===== src/rtl/usb_cmd_pkg.sv =====
// Package: bit positions of the command word shared by the register blocks.
// Assumes the command word fits in the low 9 bits of the data bus.
package usb_cmd_pkg;
    localparam int B_RUN   = 0;
    localparam int B_HCRST = 1;
    localparam int B_GRST  = 2;
    localparam int B_SUSP  = 3;
    localparam int B_RES   = 4;
    localparam int B_DBG   = 5;
    localparam int B_FLAG  = 6;
    localparam int B_MPS   = 7;
    localparam int B_LPBK  = 8;
    localparam int CMD_BITS = 9;
endpackage


===== src/rtl/usb_cmd_run_ctl.sv =====
// Run and debug control: holds run/stop and the single-step debug bit,
// and derives the halted flag. Assumes clr comes only with a command write.
module usb_cmd_run_ctl (
    input  logic clk,
    input  logic rst_n,
    input  logic clr,
    input  logic wr_cmd,
    input  logic wr_run,
    input  logic wr_dbg,
    input  logic txn_done,
    input  logic txn_busy,
    output logic run,
    output logic dbg,
    output logic halted
);
    // Halted: stopped and nothing on the wire.
    always_comb halted = !run && !txn_busy;

    // Run/debug state: a write wins over the single-step clear.
    always_ff @(posedge clk) begin
        if (!rst_n || clr) begin
            run <= 1'b0;
            dbg <= 1'b0;
        end else if (wr_cmd) begin
            run <= wr_run;
            if (halted) dbg <= wr_dbg;
        end else if (dbg && txn_done) begin
            run <= 1'b0;
        end
    end

    // single-step clears run after a finished transaction
    assert_step_clear_R4: assert property (@(posedge clk) disable iff (!rst_n)
        (dbg && txn_done && !wr_cmd) |=> !run);

    // debug bit is frozen unless halted
    assert_dbg_locked_R5: assert property (@(posedge clk) disable iff (!rst_n)
        (wr_cmd && !clr && !halted) |=> (dbg == $past(dbg)));
endmodule


===== src/rtl/usb_cmd_resume_ctl.sv =====
// Resume control: the resume bit is set by software or by a wake event
// during suspend. A software clear is held until the end-of-packet completes.
module usb_cmd_resume_ctl (
    input  logic clk,
    input  logic rst_n,
    input  logic clr,
    input  logic wr_cmd,
    input  logic wr_res,
    input  logic susp,
    input  logic wake,
    input  logic eop_done,
    output logic res_bit,
    output logic eop_busy,
    output logic drive
);
    // Resume drive: only while no end-of-packet is pending.
    always_comb drive = res_bit && !eop_busy;

    // Resume/EOP state: pending EOP first, then writes, then wake events.
    always_ff @(posedge clk) begin
        if (!rst_n || clr) begin
            res_bit  <= 1'b0;
            eop_busy <= 1'b0;
        end else if (eop_busy) begin
            if (eop_done) begin
                res_bit  <= 1'b0;
                eop_busy <= 1'b0;
            end
        end else if (wr_cmd && wr_res) begin
            res_bit <= 1'b1;
        end else if (wr_cmd && res_bit) begin
            eop_busy <= 1'b1;
        end else if (susp && wake) begin
            res_bit <= 1'b1;
        end
    end

    // a wake event in suspend raises resume
    assert_wake_sets_R7: assert property (@(posedge clk) disable iff (!rst_n)
        (susp && wake && !res_bit && !wr_cmd) |=> res_bit);

    // resume keeps reading 1 until the EOP is done
    assert_eop_hold_R8: assert property (@(posedge clk) disable iff (!rst_n)
        (eop_busy && !eop_done && !clr) |=> (res_bit && eop_busy));
endmodule


===== src/rtl/usb_cmd_lpbk_cap.sv =====
// Loopback capture: stores the peer port's data while loopback is on.
module usb_cmd_lpbk_cap #(
    parameter int LB_W = 8
) (
    input  logic            clk,
    input  logic            rst_n,
    input  logic            clr,
    input  logic            en,
    input  logic            valid,
    input  logic [LB_W-1:0] din,
    output logic [LB_W-1:0] dout
);
    // Capture register: loads only in loopback mode.
    always_ff @(posedge clk) begin
        if (!rst_n || clr) dout <= '0;
        else if (en && valid) dout <= din;
    end

    // nothing is captured with loopback off
    assert_lb_hold_R13: assert property (@(posedge clk) disable iff (!rst_n)
        (!en && !clr) |=> $stable(dout));
endmodule


===== src/rtl/usb_cmd_reg.sv =====
// Command register top: decodes the bus, holds the remaining command bits
// and the suspend error flag, and assembles the read data.
// Assumes LB_W <= DATA_W and the command word fits DATA_W.
module usb_cmd_reg #(
    parameter int DATA_W = 16,
    parameter int ADDR_W = 2,
    parameter int LB_W   = 8,
    parameter logic [ADDR_W-1:0] CMD_ADDR = 0,
    parameter logic [ADDR_W-1:0] LBD_ADDR = 1
) (
    input  logic              clk,
    input  logic              rst_n,
    input  logic              bus_wr,
    input  logic              bus_rd,
    input  logic [ADDR_W-1:0] bus_addr,
    input  logic [DATA_W-1:0] bus_wdata,
    output logic [DATA_W-1:0] bus_rdata,
    input  logic              txn_done,
    input  logic              txn_busy,
    input  logic              wake_evt,
    input  logic              eop_done,
    input  logic              lb_valid,
    input  logic [LB_W-1:0]   lb_data,
    output logic              run_o,
    output logic              txn_en_o,
    output logic              greset_o,
    output logic              hcreset_o,
    output logic              suspend_o,
    output logic              resume_drv_o,
    output logic              eop_o,
    output logic              lpbk_o,
    output logic              maxpkt64_o,
    output logic              halted_o,
    output logic              susp_err_o
);
    import usb_cmd_pkg::*;

    localparam int RSVD_W = DATA_W - CMD_BITS;

    logic sel_w, clr;
    logic hcr, grst, susp, flag, mps, lpbk, err;
    logic run, dbg, res_bit;
    logic [LB_W-1:0] lb_q;
    logic [CMD_BITS-1:0] cmd_word;

    // Bus decode: command write, and the clearing resets carried by it.
    always_comb begin
        sel_w = bus_wr && (bus_addr == CMD_ADDR);
        clr   = sel_w && (bus_wdata[B_HCRST] || bus_wdata[B_GRST]);
    end

    // Plain command bits, reset bits and the sticky suspend error.
    always_ff @(posedge clk) begin
        if (!rst_n) begin
            {hcr, grst, susp, flag, mps, lpbk, err} <= '0;
        end else if (clr) begin
            {susp, flag, mps, lpbk, err} <= '0;
            hcr  <= bus_wdata[B_HCRST];
            grst <= bus_wdata[B_GRST];
        end else begin
            hcr <= 1'b0;
            if (sel_w) begin
                grst <= bus_wdata[B_GRST];
                flag <= bus_wdata[B_FLAG];
                mps  <= bus_wdata[B_MPS];
                lpbk <= bus_wdata[B_LPBK];
                if (bus_wdata[B_SUSP] && run) err <= 1'b1;
                else susp <= bus_wdata[B_SUSP];
            end
        end
    end

    usb_cmd_run_ctl u_run (
        .clk(clk), .rst_n(rst_n), .clr(clr), .wr_cmd(sel_w),
        .wr_run(bus_wdata[B_RUN]), .wr_dbg(bus_wdata[B_DBG]),
        .txn_done(txn_done), .txn_busy(txn_busy),
        .run(run), .dbg(dbg), .halted(halted_o)
    );

    usb_cmd_resume_ctl u_res (
        .clk(clk), .rst_n(rst_n), .clr(clr), .wr_cmd(sel_w),
        .wr_res(bus_wdata[B_RES]), .susp(susp), .wake(wake_evt),
        .eop_done(eop_done), .res_bit(res_bit), .eop_busy(eop_o),
        .drive(resume_drv_o)
    );

    usb_cmd_lpbk_cap #(.LB_W(LB_W)) u_lb (
        .clk(clk), .rst_n(rst_n), .clr(clr), .en(lpbk),
        .valid(lb_valid), .din(lb_data), .dout(lb_q)
    );

    // Output mapping and read mux.
    always_comb begin
        cmd_word = {lpbk, mps, flag, dbg, res_bit, susp, grst, hcr, run};
        run_o      = run;
        txn_en_o   = run && !susp && !grst;
        greset_o   = grst;
        hcreset_o  = hcr;
        suspend_o  = susp;
        lpbk_o     = lpbk;
        maxpkt64_o = mps;
        susp_err_o = err;
        bus_rdata  = '0;
        if (bus_rd && bus_addr == CMD_ADDR)
            bus_rdata = {{RSVD_W{1'b0}}, cmd_word};
        else if (bus_rd && bus_addr == LBD_ADDR)
            bus_rdata = {{(DATA_W-LB_W){1'b0}}, lb_q};
    end

    // reserved bits never read back as 1
    assert_rsvd_zero_R1: assert property (@(posedge clk) disable iff (!rst_n)
        (bus_rd && bus_addr == CMD_ADDR) |-> (bus_rdata[DATA_W-1:CMD_BITS] == '0));

    // suspend request while running is refused and flagged
    assert_susp_refused_R10: assert property (@(posedge clk) disable iff (!rst_n)
        (sel_w && !clr && bus_wdata[B_SUSP] && run_o) |=>
        (suspend_o == $past(suspend_o)) && susp_err_o);

    // controller reset bit clears itself
    assert_hcr_pulse_R12: assert property (@(posedge clk) disable iff (!rst_n)
        (hcreset_o && !clr) |=> !hcreset_o);

    // no transactions while suspended
    assert_no_txn_susp_R9: assert property (@(posedge clk) disable iff (!rst_n)
        suspend_o |-> !txn_en_o);
endmodule


===== config.mk =====
export PLATFORM = sky130hd
export DESIGN_NAME = usb_cmd_reg
export DESIGN_NICKNAME = d
export VERILOG_FILES = /design/src/rtl/usb_cmd_pkg.sv /design/src/rtl/usb_cmd_run_ctl.sv /design/src/rtl/usb_cmd_resume_ctl.sv /design/src/rtl/usb_cmd_lpbk_cap.sv /design/src/rtl/usb_cmd_reg.sv
export SDC_FILE = /design/constraint.sdc
export NUM_CORES = 1
export LEC_CHECK = 0
export BUFFER_PORTS_ARGS = -buffer_cell sky130_fd_sc_hd__buf_2
export CAP_MARGIN = 15
export CORE_MARGIN = 8
export CORE_UTILIZATION = 40
export CTS_CLUSTER_SIZE = 40
export DETAILED_ROUTE_END_ITERATION = 7
export PLACE_DENSITY = 0.84
export SLEW_MARGIN = 20
export SYNTH_ARGS = -nofsm -noshare
export SYNTH_HDL_FRONTEND = slang
export SYNTH_HIERARCHICAL = 1
export SYNTH_SLANG_ARGS = --single-unit

===== constraint.sdc =====
create_clock -name clk -period 4.6 [get_ports clk]
set_input_delay 1.38 -clock clk [delete_from_list [all_inputs] [get_ports clk]]
set_output_delay 1.38 -clock clk [all_outputs]
set_load 0.005 [all_outputs]

==> out/qor.csv, run 1 <==
stage,metric,value,unit
status,status,"complete, no violations",
worst_hold_path,hp-class,reg2reg,
synth,ys_seq_area_share,35.6,%
route,routed_wl,2580,um
timing,tightest_slew,595,ps
clock_network,cts_num_sinks,19,
synth,synth_cell_types,32,
clock_network,cts_buffer_depth,2,
setup_path,regToRegSetupSlack,3480,ps
clock_network,cts_repair_resize_count,0,
placement,place_congestion,0.753,
clock_network,cts_htree_levels,1,
global_route,grt_pass1_wl,4130,um
cells_and_area,syn2layout_area_growth,18.5,%
timing,maxSlewHeadroom,60.3,%
timing,final.period_utilization,76.5,%
floorplanning,die_width,67.7,um
synth,syn_avg_cell_area,8.91,um2
clock_network,cts_tree,built,
setup_path,crit_buf_inv,2,
setup_path,cp_data_arrival_time,2140,ps
timing,tns,0,ps
timing,fin_skew,1.02,ps
floorplanning,dieArea,4590,um2
clock_network,cts_hold_buf,0,
clock_network,cts-root-buf,clkbuf_4,
cells_and_area,final_nets,198,
setup_path,slowest_stage,nand2b_1,
timing,final_hold_viol_count,0,
timing,setup_viol,0,
synth,synth_compound_area_share,21.2,%
route,antenna_left,0,
synth,syn_inst,120,
route,routedWlPerCell,13.4,um
cells_and_area,instances_no_fill,192,
global_route,gr-total-overflow,0,
floorplanning,core,2500,um2
setup_path,required,3220,ps
clock_network,cts_buffers,3,
timing,fmax,284,MHz
route,drc,0,
setup_path,cp_cell_sequence,buf_2 -> nand2b_1 -> nor3b_1 -> buf_2,
synth,synthMuxAreaShare,7.49,%
clock_network,clk_latency,300,ps
placement,io_buffer_count,47,
route,first_iter_violations,20,
route,vias_per_cell,4.99,
clock_network,cts_setup_buffers,0,
timing,finalMaxSlewViolations,0,
clock_network,path_clk_slew,110,ps
floorplanning,die_h,67.7,um
placement,place_inst,188,
timing,rsz0062_at_grt,false,
setup_path,cpMostUsedCell,buf_2,
setup_path,start_kind,input port,
power_and_ir_drop,vdd_drop_max,0.152,mV
cells_and_area,num_antenna_cells,0,
cells_and_area,n_fill_cell,259,
cells_and_area,layout-drive-gt1-share,40.1,%
global_route,grt_use_total,11.3,%
setup_path,critPathKind,in2out,
floorplanning,io_pins,62,
route,drtPass1Iterations,4,
setup_path,critical-path-top-delay-family,simple AND/OR/NAND/NOR gates,
job,drv_cap,0,
setup_path,slowest_delay,290,ps
synth,synthXorXnorAreaFrac,0,%
power_and_ir_drop,p_per_area,235,nW/um2
global_route,antenna_found_initial,0,
global_route,grt_pass1_vias,990,
synth,yosys_warnings,6,
synth,yosys.area_share.simple,21.9,%
placement,dp_hpwl,2070,um
timing,post-route-min-period,3520,ps
synth,synth_top_family_by_area,simple AND/OR/NAND/NOR gates,
synth,synth_fa_ha_area_share,0,%
synth,synth_area,1070,um2
power_and_ir_drop,p_leak,0.585,nW
synth,yosys_register_bits,19,
floorplanning,num_rows,18,
floorplanning,initial_core_util,42.8,%
setup_path,path_max_fanout,9,
global_route,grt_max_degree,20,
route,vias,959,
setup_path,critPathCaptureType,output pin,
worst register-to-register path: cells and delay by family, from the launching register on:
kind,cells,cell delay [ps]
DFF,1,710
AOI/OAI and AO/OA,2,290
cell usage after synthesis, drive strengths merged:
master	instances	area, um2
a21bo	9	90.1
a21boi	1	7.51
clkbuf	2	7.51
a21oi	15	90.1
nand2	10	37.5
nand2b	6	37.5
nor3b	1	7.51
nor2b	1	6.26
dfxtp	19	380
nand3	9	45.0
nand3b	1	7.51
a211oi	1	7.51
nand4bb	1	11.3
and3	1	6.26
clkinv	1	16.3
a31oi	1	6.26
or3b	1	8.76
conb	1	3.75
buf	13	118
a221oi	1	8.76
nor3	2	15.0
inv	1	3.75
mux2i	8	80.1
o21ai	1	16.3
nor2	13	51.3
power breakdown:
group / leakage, nW / switching (mW) / internal (mW)
Combinational: 0.413 / 0.0227 / 0.0195
Sequential: 0.154 / 0.00427 / 0.168
Clock: 0.0177 / 0.0514 / 0.0324
Total: 0.585 / 0.0783 / 0.220
layout by cell type (no fill, tap or decap), drive strengths merged, types with 3 or more instances in the layout:
cell    netlist  routed
nand3         9       9
mux2i         8       8
buf          13      47
dfxtp        19      19
nor2         13      13
a21oi        15      15
conb          1       7
nand2b        6       6
nand2        10      10
a21bo         9       9
clkbuf        2       3
metal layers:
metal | vias to the layer above | part of all wire [%] | GRT usage [%]
met3 | 5 | 12 | 4.14
met1 | 428 | 40 | 13.0
li1 | 483 | - | -
met4 | 0 | 1.3 | 3.92
met5 | - | 0 | 0
met2 | 43 | 46 | 18.8
cells by family (layout without fill, tap and decap cells):
group,count (synthesis),count (layout)
simple gates,46,46
compound gates,29,29
flops,19,19
buf+inv,17,53
mux,8,8
other cells,1,7
cell type report:
class | instances | area (um2) | area share, %
Tap cell | 30 | 37.5 | 2.96
Timing Repair Buffer | 47 | 235 | 18.6
Inverter | 2 | 20.0 | 1.58
Sequential cell | 19 | 380 | 30.0
Multi-Input combinational cell | 90 | 567 | 44.7
Clock inverter | 1 | 5.00 | 0.395
Clock buffer | 3 | 22.5 | 1.78
sequential cells by signal, summed over array words and instances (netlist names):
name            flops
u_res/eop_busy      1
suspend_o           1
susp_err_o          1
u_run/run           1
lpbk_o              1
maxpkt64_o          1
u_lb/dout           8
u_run/dbg           1
u_res/res_bit       1
greset_o            1
hcreset_o           1
flag                1
final timing paths:
check                            startpoint           end  cells after the start
worst max-delay path            bus_addr[1]  bus_rdata[8]                      4
worst min-delay path                   flag          flag                      2
worst max register to register       lpbk_o  u_lb/dout[5]                      2
worst min register to register         flag          flag                      2
metrics by stage:
step / setup WS [ps] / utilization [%] / hold slack [ps] / area [um2] / total power [mW]
floorplan: 1320 / - / 434 / 1090 / 0.207
global placement: 1110 / 49.6 / 448 / 1240 / 0.217
detailed placement: 1100 / 49.6 / 454 / 1240 / 0.218
CTS: 1080 / 50.7 / 470 / 1270 / 0.302
global route: 1010 / 50.7 / 502 / 1270 / 0.313
finish: 1080 / 50.7 / 464 / 1270 / 0.298
(Power assumes the default switching activity.)
==> run 2, diff against run 1 <==
Clock period 4.6 ns to 3.5 ns, I/O delays scaled along.
==> out/qor.csv, run 2 (synthesized netlist as in run 1, its figures left out) <==
stage,metric,value,unit,change
power_and_ir_drop,p_per_area,312,nW/um2,+33%
cells_and_area,syn2layout_area_growth,18.7,%,
route,routedWlPerCell,13.6,um,+1.2%
clock_network,cts_setup_buffers,0,,unchanged
timing,fin_skew,5.09,ps,+4.07 ps
timing,tns,0,ps,unchanged
route,vias_per_cell,4.96,,-0.63%
placement,place_congestion,0.753,,about the same
floorplanning,io_pins,62,,unchanged
global_route,gr-total-overflow,0,,unchanged
cells_and_area,multi_input_area,567,um2,unchanged
placement,io_buffer_count,47,,unchanged
timing,worst_slack,666,ps,-413 ps
timing,finalMaxSlewViolations,0,,unchanged
floorplanning,dieArea,4590,um2,unchanged
setup_path,required,2450,ps,-770 ps
timing,rsz0062_at_grt,false,,
global_route,grt_use_total,11.7,%,+0.38 points
global_route,grt_pass1_wl,4150,um,+0.48%
setup_path,critPathCaptureType,output pin,,
cells_and_area,num_antenna_cells,0,,unchanged
status,status,"complete, no violations",,
setup_path,critical-path-top-delay-family,simple AND/OR/NAND/NOR gates,,
setup_path,critPathKind,in2out,,
floorplanning,die_width,67.7,um,unchanged
power_and_ir_drop,total_power,0.397,mW,+33%
power_and_ir_drop,p_leak,0.581,nW,-0.64%
clock_network,cts_repair_resize_count,0,,unchanged
cells_and_area,final_cell_mix,"buf_2 (47), dfxtp_1 (19), nor2_1 (12)",,
cells_and_area,regMostFlops,u_lb/dout,,
setup_path,cp_data_arrival_time,1780,ps,-360 ps
clock_network,cts_num_sinks,19,,unchanged
cells_and_area,final_common_cell,buf_2,,
setup_path,cp_cell_sequence,buf_2 -> nand2b_1 -> nor3b_1 -> buf_2,,
clock_network,cts-root-buf,clkbuf_4,,
clock_network,cts_buffer_depth,2,,unchanged
placement,pre_cts_slack,667,ps,-430 ps
route,antenna_left,0,,unchanged
floorplanning,num_rows,18,,unchanged
setup_path,path_depth,4,,unchanged
setup_path,reg2regPathDepth,2,,unchanged
timing,final_hold_viol_count,0,,unchanged
global_route,antenna_found_initial,0,,unchanged
floorplanning,die_h,67.7,um,unchanged
clock_network,cts_htree_levels,1,,unchanged
floorplanning,core,2500,um2,unchanged
timing,fmax,353,MHz,
route,drc,0,,unchanged
clock_network,path_clk_slew,110,ps,about the same
worst_hold_path,min_path_cells,2,,unchanged
timing,final.period_utilization,81.0,%,
floorplanning,initial_core_util,42.8,%,unchanged
cells_and_area,final_nets,198,,unchanged
setup_path,slowest_stage,nand2b_1,,
cells_and_area,regArea,380,um2,unchanged
job,drv_cap,0,,unchanged
route,first_iter_violations,9,,-55%
cells_and_area,largest_reg_flops,8,,unchanged
setup_path,path_max_fanout,9,,unchanged
setup_path,start_kind,input port,,
global_route,grt_max_degree,20,,unchanged
cells_and_area,n_fill_cell,266,,+2.7%
clock_network,cts_tree,built,,
clock_network,clk_latency,300,ps,about the same
clock_network,cts_buffers,3,,unchanged
timing,maxSlewHeadroom,61.0,%,+0.70 points
timing,tightest_slew,585,ps,-10.5 ps
placement,dp_hpwl,2140,um,+3.3%
timing,post-route-min-period,2830,ps,
route,routed_wl,2610,um,+1.2%
global_route,grt_pass1_vias,949,,-4.1%
power_and_ir_drop,vdd_drop_max,0.217,mV,+42%
setup_path,slowest_delay,270,ps,-20 ps
timing,setup_viol,0,,unchanged
placement,dpl-instance-area,1240,um2,unchanged
worst_hold_path,hp-class,reg2reg,,
setup_path,crit_buf_inv,2,,unchanged
setup_path,cpMostUsedCell,buf_2,,
cells_and_area,design_area,1270,um2,+0.20%
route,drtPass1Iterations,4,,unchanged
cells_and_area,layout-drive-gt1-share,40.1,%,unchanged
clock_network,cts_hold_buf,0,,unchanged
route,vias,953,,-0.63%
## run 2: layout make-up
type / instances / share of cell area [%]
inverters: 2 / 1.58
clock buffers: 3 / 1.77
repair buffers: 47 / 18.5
well taps: 30 / 2.96
multi-input cells: 90 / 44.6
flip-flops and latches: 19 / 30.0
clock inverters: 1 / 0.591
## run 2: final timing paths
check | start | end | slack (ps)
worst max-delay path | bus_addr[1] | bus_rdata[8] | 670
worst min-delay path | flag | flag | 460
worst max register to register | lpbk_o | u_lb/dout[5] | 2380
worst min register to register | flag | flag | 460
## run 2: report_power, final
part	switching, mW	internal, mW	total, mW
combinational	0.0297	0.0257	0.0553
clock	0.0718	0.0436	0.115
sequential	0.00555	0.221	0.226
## run 2: metrics by stage
step	utilization, %	cells	hold WS (ps)
floorplan	-	126	434
global placement	49.6	188	448
detailed placement	49.6	188	448
CTS	50.8	192	464
global route	50.8	192	499
finish	50.8	192	460
## run 2: worst register-to-register path, stage by stage, from the launching register on
cell and delay (ps):
dfxtp_1 710, a21bo_2 230, a21oi_1 60
## run 2: routing by layer
layer  global-route usage, %  vias up  share of wire [%]
met5                       0        -                  0
met4                    4.70        0                1.5
met2                    18.7       40                 45
met3                    5.63        4                 13
li1                        -      486                  -
met1                    13.1      423                 40
